===== config.mk =====
export PLATFORM = sky130hd
export DESIGN_NAME = ethtype_admit_filter
export DESIGN_NICKNAME = d
export VERILOG_FILES = /design/src/rtl/ethtype_admit_pkg.sv /design/src/rtl/ethtype_extract.sv /design/src/rtl/admit_decider.sv /design/src/rtl/drop_counter.sv /design/src/rtl/ethtype_admit_filter.sv
export SDC_FILE = /design/constraint.sdc
export NUM_CORES = 1
export LEC_CHECK = 0
export BUFFER_PORTS_ARGS = -buffer_cell sky130_fd_sc_hd__clkbuf_2
export CAP_MARGIN = 30
export CORE_AREA = 2 2 472 474
export DETAILED_ROUTE_END_ITERATION = 8
export DIE_AREA = 0 0 474 476
export PLACE_DENSITY = 0.3
export SETUP_SLACK_MARGIN = 0.2
export SLEW_MARGIN = 0
export SYNTH_ARGS = -nofsm -noshare
export SYNTH_HDL_FRONTEND = slang
export SYNTH_SLANG_ARGS = --single-unit

===== constraint.sdc =====
create_clock -name clk_i -period 31.1 [get_ports clk_i]
set_input_delay 1.555 -clock clk_i [delete_from_list [all_inputs] [get_ports clk_i]]
set_output_delay 1.555 -clock clk_i [all_outputs]
set_load 0.05 [all_outputs]

===== src/rtl/ethtype_admit_pkg.sv =====
package ethtype_admit_pkg;
  localparam int unsigned BYTE_W       = 8;
  localparam int unsigned ETYPE_HI_BYTE = 12;
  localparam int unsigned ETYPE_LO_BYTE = 13;
  typedef logic [15:0] etype_t;
endpackage


===== src/rtl/ethtype_extract.sv =====
module ethtype_extract
  import ethtype_admit_pkg::*;
#(
  parameter int unsigned DATA_W = 512
) (
  input  logic [DATA_W-1:0] data_i,
  output etype_t            etype_o
);
  assign etype_o = {data_i[ETYPE_HI_BYTE*BYTE_W +: BYTE_W],
                    data_i[ETYPE_LO_BYTE*BYTE_W +: BYTE_W]};
endmodule


===== src/rtl/admit_decider.sv =====
module admit_decider
  import ethtype_admit_pkg::*;
#(
  parameter int unsigned FREE_W       = 16,
  parameter int unsigned MTU_BEATS    = 24,
  parameter etype_t      ACCEPT_ETYPE = 16'h888E
) (
  input  logic              clk_i,
  input  logic              rst_ni,
  input  logic              valid_i,
  input  logic              last_i,
  input  etype_t            etype_i,
  input  logic [FREE_W-1:0] free_i,
  output logic              pass_o,
  output logic              drop_etype_o,
  output logic              drop_space_o
);
  logic in_pkt_q, keep_q;
  logic sop, space_ok, type_ok, keep_now;

  assign sop      = valid_i && !in_pkt_q;
  assign space_ok = free_i > FREE_W'(MTU_BEATS);
  assign type_ok  = etype_i == ACCEPT_ETYPE;
  assign keep_now = space_ok && type_ok;

  assign pass_o       = valid_i && (sop ? keep_now : keep_q);
  assign drop_space_o = sop && !space_ok;
  assign drop_etype_o = sop && space_ok && !type_ok;

  always_ff @(posedge clk_i or negedge rst_ni) begin
    if (!rst_ni) begin
      in_pkt_q <= 1'b0;
      keep_q   <= 1'b0;
    end else if (valid_i) begin
      in_pkt_q <= !last_i;
      if (sop) keep_q <= keep_now;
    end
  end
endmodule


===== src/rtl/drop_counter.sv =====
module drop_counter #(
  parameter int unsigned CNT_W = 16
) (
  input  logic             clk_i,
  input  logic             rst_ni,
  input  logic             inc_i,
  output logic [CNT_W-1:0] cnt_o
);
  always_ff @(posedge clk_i or negedge rst_ni) begin
    if (!rst_ni)    cnt_o <= '0;
    else if (inc_i) cnt_o <= cnt_o + 1'b1;
  end
endmodule


===== src/rtl/ethtype_admit_filter.sv =====
module ethtype_admit_filter
  import ethtype_admit_pkg::*;
#(
  parameter int unsigned DATA_W       = 512,
  parameter int unsigned FREE_W       = 16,
  parameter int unsigned CNT_W        = 16,
  parameter int unsigned MTU_BYTES    = 1518,
  parameter etype_t      ACCEPT_ETYPE = 16'h888E,
  localparam int unsigned KEEP_W      = DATA_W / 8,
  localparam int unsigned MTU_BEATS   = (MTU_BYTES + KEEP_W - 1) / KEEP_W
) (
  input  logic              clk_i,
  input  logic              rst_ni,
  input  logic              s_tvalid_i,
  input  logic [DATA_W-1:0] s_tdata_i,
  input  logic [KEEP_W-1:0] s_tkeep_i,
  input  logic              s_tlast_i,
  input  logic [FREE_W-1:0] free_beats_i,
  output logic              wr_en_o,
  output logic [DATA_W-1:0] wr_data_o,
  output logic [KEEP_W-1:0] wr_keep_o,
  output logic              wr_last_o,
  output logic [CNT_W-1:0]  etype_drops_o,
  output logic [CNT_W-1:0]  space_drops_o
);
  etype_t etype;
  logic   pass, drop_etype, drop_space;
  logic [1:0]           drop_inc;
  logic [1:0][CNT_W-1:0] drop_cnt;

  ethtype_extract #(.DATA_W(DATA_W)) u_extract (
    .data_i (s_tdata_i),
    .etype_o(etype)
  );

  admit_decider #(
    .FREE_W(FREE_W), .MTU_BEATS(MTU_BEATS), .ACCEPT_ETYPE(ACCEPT_ETYPE)
  ) u_decider (
    .clk_i, .rst_ni,
    .valid_i     (s_tvalid_i),
    .last_i      (s_tlast_i),
    .etype_i     (etype),
    .free_i      (free_beats_i),
    .pass_o      (pass),
    .drop_etype_o(drop_etype),
    .drop_space_o(drop_space)
  );

  assign drop_inc = {drop_space, drop_etype};

  for (genvar g = 0; g < 2; g++) begin : g_cnt
    drop_counter #(.CNT_W(CNT_W)) u_cnt (
      .clk_i, .rst_ni,
      .inc_i(drop_inc[g]),
      .cnt_o(drop_cnt[g])
    );
  end

  assign etype_drops_o = drop_cnt[0];
  assign space_drops_o = drop_cnt[1];

  always_ff @(posedge clk_i or negedge rst_ni) begin
    if (!rst_ni) wr_en_o <= 1'b0;
    else         wr_en_o <= pass;
  end

  // data path needs no reset; qualified by wr_en_o
  always_ff @(posedge clk_i) begin
    if (pass) begin
      wr_data_o <= s_tdata_i;
      wr_keep_o <= s_tkeep_i;
      wr_last_o <= s_tlast_i;
    end
  end
endmodule


### Word level (Yosys, flattened, before mapping)

Index checks and enable logic that the tools add are counted.

| storage, ports and cells | value |
|---|---|
| output and inout bits | 610 |
| register bits | 612 |
| bits of input ports | 596 |
| logic and storage cells | 23 |

| operators by class | value |
|---|---|
| add/subtract/negate cells | 2 |
| equal/unequal tests | 1 |
| reduce and logical (&&, ||, !) cells | 10 |
| magnitude comparators | 1 |
| multiplexer cells | 1 |

Operators with widths:

| cell | count |
|---|---|
| adder 16 x 1 -> 16 bit, second input constant | 2 |
| == test 16 bit, second input constant | 1 |
| > comparator 16 x 5 -> 1 bit, second input constant | 1 |
| logical AND 1 bit | 6 |
| zero test 1 bit | 4 |
| two-way mux 1 bit | 1 |

### Longest topological paths before layout

Gate-level depths: netlist of run 1.

| logic depth | value |
|---|---|
| word-level depth | 4 |
| mapped depth | 5 |
| depth with buffers taken out | 5 |

### Hierarchy

Synthesis of run 1 repeated with hierarchy kept, for this count alone.

| unflattened totals | value |
|---|---|
| cell total of the unflattened synthesis | 727 |
| area total of the unflattened synthesis | 19067.0 sq um |

Modules (own cells, without submodules):

| module | cells an instance | sequential area each (sq um) | times used | area an instance (sq um) |
|---|---|---|---|---|
| ethtype_admit_filter | 578 | 17351.6 | 1 | 17351.6 |
| drop_counter | 56 | 400.4 | 2 | 695.7 |
| admit_decider | 21 | 50.0 | 1 | 203.9 |
| ethtype_extract | 16 | 0.0 | 1 | 120.1 |

### Worst setup path after synthesis of run 1

OpenSTA, ideal clock, no wires.

| timing | value |
|---|---|
| path kind | input-to-reg |
| start | input s_tdata_i[109] |
| end | register wr_en_o |
| setup slack | -1.147 ns |
| setup time | 2.904 ns |
| data required time | 28.196 ns |
| data arrival time | 29.343 ns |
| stages | 4 |
| path buffers | 0 |
| cell sequence | nor4b_1 -> nand4_1 -> or3b_1 -> a21boi_1 |

| on the way | value |
|---|---|
| cells in the longest elaborated chain, start to end | 4 |

RTL lines:

| element | line | source |
|---|---|---|
| start, declared | ethtype_admit_filter.sv:15 | `input logic [DATA_W-1:0] s_tdata_i,` |
| == test 16 bit | admit_decider.sv:23 | `assign type_ok = etype_i == ACCEPT_ETYPE;` |
| logical AND 1 bit | admit_decider.sv:24 | `assign keep_now = space_ok && type_ok;` |
| two-way mux 1 bit | admit_decider.sv:26 | `assign pass_o = valid_i && (sop ? keep_now : keep_q);` |
| logical AND 1 bit | admit_decider.sv:26 |  |
| named net pass | ethtype_admit_filter.sv:27 | `logic pass, drop_etype, drop_space;` |
| end signal, assigned | ethtype_admit_filter.sv:64 | `else wr_en_o <= pass;` |
| end, declared | ethtype_admit_filter.sv:19 | `output logic wr_en_o,` |

The timed path passes the listed nets, and every way through them passes these cells.
A chain may end at the register's enable or synchronous reset.

### Worst setup path after layout of run 1

| timing | value |
|---|---|
| start | input s_tdata_i[109] |
| end | register wr_data_o[322], enable pin |

| on the way | value |
|---|---|
| cells in the longest elaborated chain, start to end | 4 |

RTL lines:

| element | line | source |
|---|---|---|
| == test 16 bit | admit_decider.sv:23 |  |
| logical AND 1 bit | admit_decider.sv:24 |  |
| two-way mux 1 bit | admit_decider.sv:26 |  |
| logical AND 1 bit | admit_decider.sv:26 |  |
| named net pass | ethtype_admit_filter.sv:27 |  |
| end signal, assigned | ethtype_admit_filter.sv:70 | `wr_data_o <= s_tdata_i;` |
| end, declared | ethtype_admit_filter.sv:20 | `output logic [DATA_W-1:0] wr_data_o,` |

The timed path passes the listed nets, and every way through them passes these cells.

==> metrics, run 1 <==
status=completed; Port Buffers=between 1,000 and 1,500; MaxCap Viol Count=0; setup TNS=0 ps; Setup Buffers After CTS=0; Final Util=0.144; Fmax=148 MHz; Die Y=roughly 480 µm; Worst Setup Start Kind=primary input; crit path from=s_tdata_i[109]; critical path endpoint category=flop; vias in the first global route=around 14,000; LEAKAGE=12.4 nW; Req. time, crit path=31,430 ps; Routed Antenna Nets=0; Placed Cells=4,924; path depth of the worst reg2reg path=6; gpl congestion=0.852; Synth Net Count=1,333; row cnt=about 170; Final Skew=56.2 ps; Detailed Route Iter0 Violations=710; area grow syn2layout=66.5%; Clk Latency, worst-skew pair=730 ps; Hold Crit Class=reg2reg; DR pass1 iterations=5; full die area=approximately 230,000 µm²; Slew headroom=0.371; Area after DPL=28,900 µm²; Worst Hold Endpoint=g_cnt[1].u_cnt.cnt_o[15]$_DFFE_PN0P_; CTS tree=built; Post-Layout Cell Count=5,096; Cell Pwr Density=61.9 nW/µm²; Worst EP arrival=between 7000 and 8000 ps; gr usage total=0.125; Max FO, Critical Path=105; dpl ws=23,340 ps; final-stage net count=about 2,600; Slew @ Worst Pin=between 900 and 1000 ps; R2R Path End=wr_data_o[322]$_DFFE_PP_; Multi-input gate area=836 µm²; dpl hpwl=128,000 µm; RSZ-0062 raised after global routing=no; Hold Slack=473 ps; total global routing overflow=0; via count=about 13,000; Ports=approximately 1,200; yosys warns=0; total CTS buffers=85; Reg area=18,200 µm²; share of cells above drive strength 1=0.641; core area=221,000 µm²; ys flop type=edfxtp_1; Worst-path clk slew=roughly 60 ps; Post-synth EDFFs=577; PostCTS Resize Cnt=0; Final Max Tran Viols=0; syn avg cell area=25.9 µm²; pin count of the biggest net entering global routing=106; kind of critical path=in2reg; minimum clock period=6760 ps; Starting Density=0.0862; HP Start=g_cnt[1].u_cnt.cnt_o[15]$_DFFE_PN0P_; Final Hold Fails=0; number of DRC violations after detailed routing=0; Die Wd=474 µm; sequential-to-total area share from yosys stat=0.956; Max Buffers Root-to-Sink=3; Cells on Worst Hold Path=1; WL final=between 100,000 and 150,000 µm; commonest non-fill, non-tap cells in the layout=clkbuf_2, edfxtp_1, clkbuf_16; worst vdd ir=between 0.00003 and 0.00004 V; Sink Count=612; Fillers=24,700; asr flop ratio synth=0.0572; fin crit share=0.217; final instance area=31,700 µm²; hold buffers post-CTS=0; initial antenna violation count=120; Vias/cell=2.64; commonest non-fill, non-tap cell in the layout=clkbuf_2; Routed WL per cell=28.9 µm; post-synthesis cell count=between 700 and 800; Pwr Total=1.96 mW; setup violation total in the final timing report=0; Synth Register Bits=slightly above 600; CTS HTree Levels=3; Cell variety after synth=33; worst r2r src=u_decider.in_pkt_q$_DFFE_PN0P_; Root Buffer=clkbuf_16; synthesized area=19,000 µm²; Worst R2R Setup Slack=26,070 ps; first-pass GRT wire length=175,000 µm; final worst slack=24,340 ps
area by class of cell:
| type | instances | share of cell area |
|---|---|---|
| Antenna cell | 14 | 0.00110 |
| Tap cell | 2975 | 0.117 |
| Clock buffer | 112 | 0.0719 |
| Multi-Input combinational cell | 117 | 0.0264 |
| Sequential cell | 612 | 0.574 |
| Timing Repair Buffer | 1218 | 0.194 |
| Clock inverter | 46 | 0.0156 |
| Inverter | 2 | 0.000237 |
cell families (layout without fill, tap and decap cells):
family                     Yosys count  count (layout)  synth area share
adders and majority gates            2               2           0.00131
xor gates and xnor gates            30              30            0.0138
buffers and inverters                6            1378           0.00145
other                                0              14                 0
and+or+nand+nor                     79              79            0.0251
AOI/OAI and AO/OA                    4               4           0.00158
muxes                                2               2           0.00118
DFF                                612             612             0.956
worst max-delay path, stage by stage:
cell	delay (ps)
clkbuf_2	90
nor4b_1	510
nand4_1	530
or3b_1	570
a21boi_4	660
buf_4	790
buf_12	530
buf_4	750
buf_4	830
synthesized netlist by cell type (3+ instances only):
| cell type | number | area, µm² |
|---|---|---|
| and3_1 | 10 | 62.6 |
| and4_1 | 4 | 35.0 |
| dfrtp_1 | 35 | 876 |
| edfxtp_1 | 577 | 17300 |
| nand2_1 | 13 | 48.8 |
| nand3_1 | 9 | 45.0 |
| nand4_1 | 11 | 68.8 |
| nor2_1 | 7 | 26.3 |
| nor3_1 | 6 | 30.0 |
| nor4_1 | 4 | 25.0 |
| nor4b_1 | 3 | 26.3 |
| xnor2_1 | 17 | 149 |
| xor2_1 | 13 | 114 |
metal layers:
metal / global-route usage / share of wire / vias to the layer above / wire length [µm]
li1: - / - / 5597 / -
met1: 0.125 / 0.34 / 6495 / 50300
met2: 0.207 / 0.47 / 1008 / 68500
met3: 0.0960 / 0.17 / 312 / 24500
met4: 0.0268 / 0.025 / 26 / 3610
met5: 0 / 0.0012 / - / 175
sequential cells by signal, indices dropped and copies added (netlist names):
| register | flops |
|---|---|
| wr_data_o | 512 |
| wr_keep_o | 64 |
| g_cnt.u_cnt.cnt_o | 32 |
| u_decider.in_pkt_q | 1 |
| u_decider.keep_q | 1 |
| wr_en_o | 1 |
| wr_last_o | 1 |
how the worst max path moves through the flow:
stage / end / slack [ps] / depth (start not counted)
after floorplan: wr_en_o$_DFF_PN0_ / 11980 / 4
after global placement: wr_data_o[67]$_DFFE_PP_ / 23340 / 10
after global routing: wr_data_o[41]$_DFFE_PP_ / 23940 / 9
after detailed placement: wr_data_o[322]$_DFFE_PP_ / 23340 / 10
after CTS: wr_data_o[314]$_DFFE_PP_ / 24150 / 10
final: wr_data_o[322]$_DFFE_PP_ / 24340 / 9
power by group:
group	switching, mW	internal, mW	total [mW]
registers	0.00523	0.905	0.910
logic	0.0359	0.0325	0.0684
clock network	0.421	0.564	0.985
(Power assumes the default switching activity.)
==> run 2, diff against run 1 <==
CORE_AREA = 2 2 477 479   (was 2 2 472 474)
DIE_AREA = 0 0 479 481   (was 0 0 474 476)
clock period = 6.3 ns   (was 31.1 ns; I/O delays follow)
==> run 2 against run 1 <==
Final area grew 20%. Clock-buffer cell count shrank 13. Non-clock buffer count grew 577. Clock power grew to 5.6 times the previous value. Sequential share of layout area shrank 9.6 points. First-iteration DRC count shrank 4.6%. Clock skew shrank 30 ps. Global-route usage grew 1.4 points. Worst hold slack lost 240 ps. Cell count grew 13%. Flip-flop and latch count is the same. Critical endpoint is now wr_data_o[157]$_DFFE_PP_.
==> metrics, run 2 (same netlist as run 1, synthesis figures left out) <==
status=completed; Routed WL per cell=29.0 µm (+0.53%); total global routing overflow=0 (unchanged); max FFs per register=512 (unchanged); final-stage net count=3,214 (+22%); R2R Path End=wr_data_o[157]$_DFFE_PP_; critical path endpoint category=flop; Die Wd=479 µm (+1.1%); Largest regs=wr_data_o x512, wr_keep_o x64, g_cnt.u_cnt.cnt_o x32; Fmax=302 MHz; vias in the first global route=17,000 (+23%); Final Hold Fails=0 (unchanged); pin count of the biggest net entering global routing=139 (+31%); Worst EP arrival=3650 ps (-3440 ps); Worst R2R Setup Slack=3500 ps (-22,570 ps); Hold Slack=229 ps (-244 ps); Slew @ Worst Pin=1010 ps (+70.4 ps); setup violation total in the final timing report=0 (unchanged); Req. time, crit path=6640 ps (-24,790 ps); final worst slack=2990 ps (-21,350 ps); minimum clock period=3310 ps; total CTS buffers=88 (+3.5%); Starting Density=0.0844 (-0.00181); Root Buffer=clkbuf_16; gpl congestion=0.852 (about the same); full die area=230,000 µm² (+2.1%); commonest non-fill, non-tap cells in the layout=clkbuf_2, dlygate4sd3_1, edfxtp_1; row cnt=175 (+1.2%); Max FO, Critical Path=111 (+5.7%); WL final=166,000 µm (+13%); Slew headroom=0.324 (-0.0469); MaxCap Viol Count=0 (unchanged); Worst Setup Start Kind=primary input; Hold Crit Class=in2async; CTS HTree Levels=3 (unchanged); Ports=1,206 (unchanged); Port Buffers=1,205 (unchanged); path depth of the worst reg2reg path=4 (-2); Pwr Total=10.7 mW (+440%); worst r2r src=u_decider.in_pkt_q$_DFFE_PN0P_; commonest non-fill, non-tap cell in the layout=clkbuf_2; LEAKAGE=15.0 nW (+21%); DR pass1 iterations=4 (-1); Detailed Route Iter0 Violations=677 (-4.6%); area grow syn2layout=99.8%; initial antenna violation count=112 (-6.7%); Setup Buffers After CTS=0 (unchanged); hold buffers post-CTS=579 (+579); RSZ-0062 raised after global routing=no; Final Max Tran Viols=0 (unchanged); dpl ws=2850 ps (-20,490 ps); Routed Antenna Nets=0 (unchanged); via count=15,600 (+16%); Cell Pwr Density=280 nW/µm² (+350%); fin crit share=0.525; Die Y=481 µm (+1.1%); first-pass GRT wire length=201,000 µm (+14%); Top reg by flops=wr_data_o; share of cells above drive strength 1=0.506 (-0.135); Final Skew=26.2 ps (-29.9 ps); Vias/cell=2.73 (+3.4%); Max Buffers Root-to-Sink=3 (unchanged); PostCTS Resize Cnt=0 (unchanged); kind of critical path=in2reg; Sink Count=612 (unchanged); CTS tree=built; gr usage total=0.139 (+0.0141); worst vdd ir=0.000193 V (+400%); core area=226,000 µm² (+2.1%); Clk Latency, worst-skew pair=720 ps (about the same); Worst-path clk slew=50 ps (about the same); crit path from=s_tdata_i[101]; Worst Setup EP=wr_data_o[157]$_DFFE_PP_; dpl hpwl=144,000 µm (+13%); number of DRC violations after detailed routing=0 (unchanged)
-- run 2: cell count changes in the layout (fill, tap and decap cells not counted), moves of 3 or more --
cell and change:
buf_12 +5, diode_2 +21, dlygate4sd3_1 +580, clkbuf_8 -3, nor4b_4 +3, clkbuf_1 -12, buf_4 -8, clkinv_1 +7
clkinv_4 -5, bufinv_16 +12, clkinvlp_4 +6
-- run 2: per-stage QoR --
stage / std cells / area, µm² / utilization / TNS [ps]
after floorplan: 735 / 19100 / - / -2733250
after global placement: 4955 / 29000 / 0.129 / 0
after detailed placement: 4955 / 29000 / 0.129 / 0
after CTS: 5697 / 38000 / 0.168 / 0
after global routing: 5712 / 38000 / 0.168 / 0
final: 5733 / 38100 / 0.169 / 0
-- run 2: how the worst min path moves through the flow --
stage / endpoint / startpoint / slack, ps / cells after the start
2_1_floorplan: g_cnt[0].u_cnt.cnt_o[0]$_DFFE_PN0P_ / rst_ni / 20 / 0
3_3_place_gp: g_cnt[0].u_cnt.cnt_o[15]$_DFFE_PN0P_ / rst_ni / 440 / 2
3_5_place_dp: g_cnt[0].u_cnt.cnt_o[15]$_DFFE_PN0P_ / rst_ni / 430 / 2
4_1_cts: wr_last_o$_DFFE_PP_ / s_tlast_i / 4 / 1
5_1_grt: wr_data_o[452]$_DFFE_PP_ / s_tdata_i[452] / 230 / 2
6_report: g_cnt[0].u_cnt.cnt_o[15]$_DFFE_PN0P_ / rst_ni / 230 / 3
-- run 2: power by group --
group,internal (mW),total [mW],switching (mW),leakage (nW)
sequential,4.47,4.49,0.0232,5.65
combinational,0.397,0.689,0.292,7.88
clock,3.29,5.49,2.20,1.49
total,8.15,10.7,2.51,15.0
-- run 2: routing by layer --
metal | wire length, µm | track usage | vias up | share of wire
li1 | - | - | 6774 | -
met1 | 56900 | 0.142 | 7538 | 0.34
met2 | 75000 | 0.223 | 1033 | 0.45
met3 | 30500 | 0.113 | 268 | 0.18
met4 | 3780 | 0.0275 | 20 | 0.023
met5 | 128 | 0 | - | 0.00077
-- run 2: final cells by class --
class / instances / area [µm²]
Inverter: 2 / 7.51
Antenna cell: 35 / 87.6
Multi-Input combinational cell: 117 / 885
Fill cell: 25000 / 188000
Tap cell: 3009 / 3760
Clock inverter: 64 / 890
Sequential cell: 612 / 18200
Clock buffer: 99 / 2240
Timing Repair Buffer: 1795 / 12000
-- run 2: critical path, cell delays in order --
cell	delay [ps]
dlygate4sd3_1	540
clkbuf_2	160
nor4b_4	370
nand4_1	250
or3b_4	440
a21boi_4	560
buf_12	300
buf_12	490
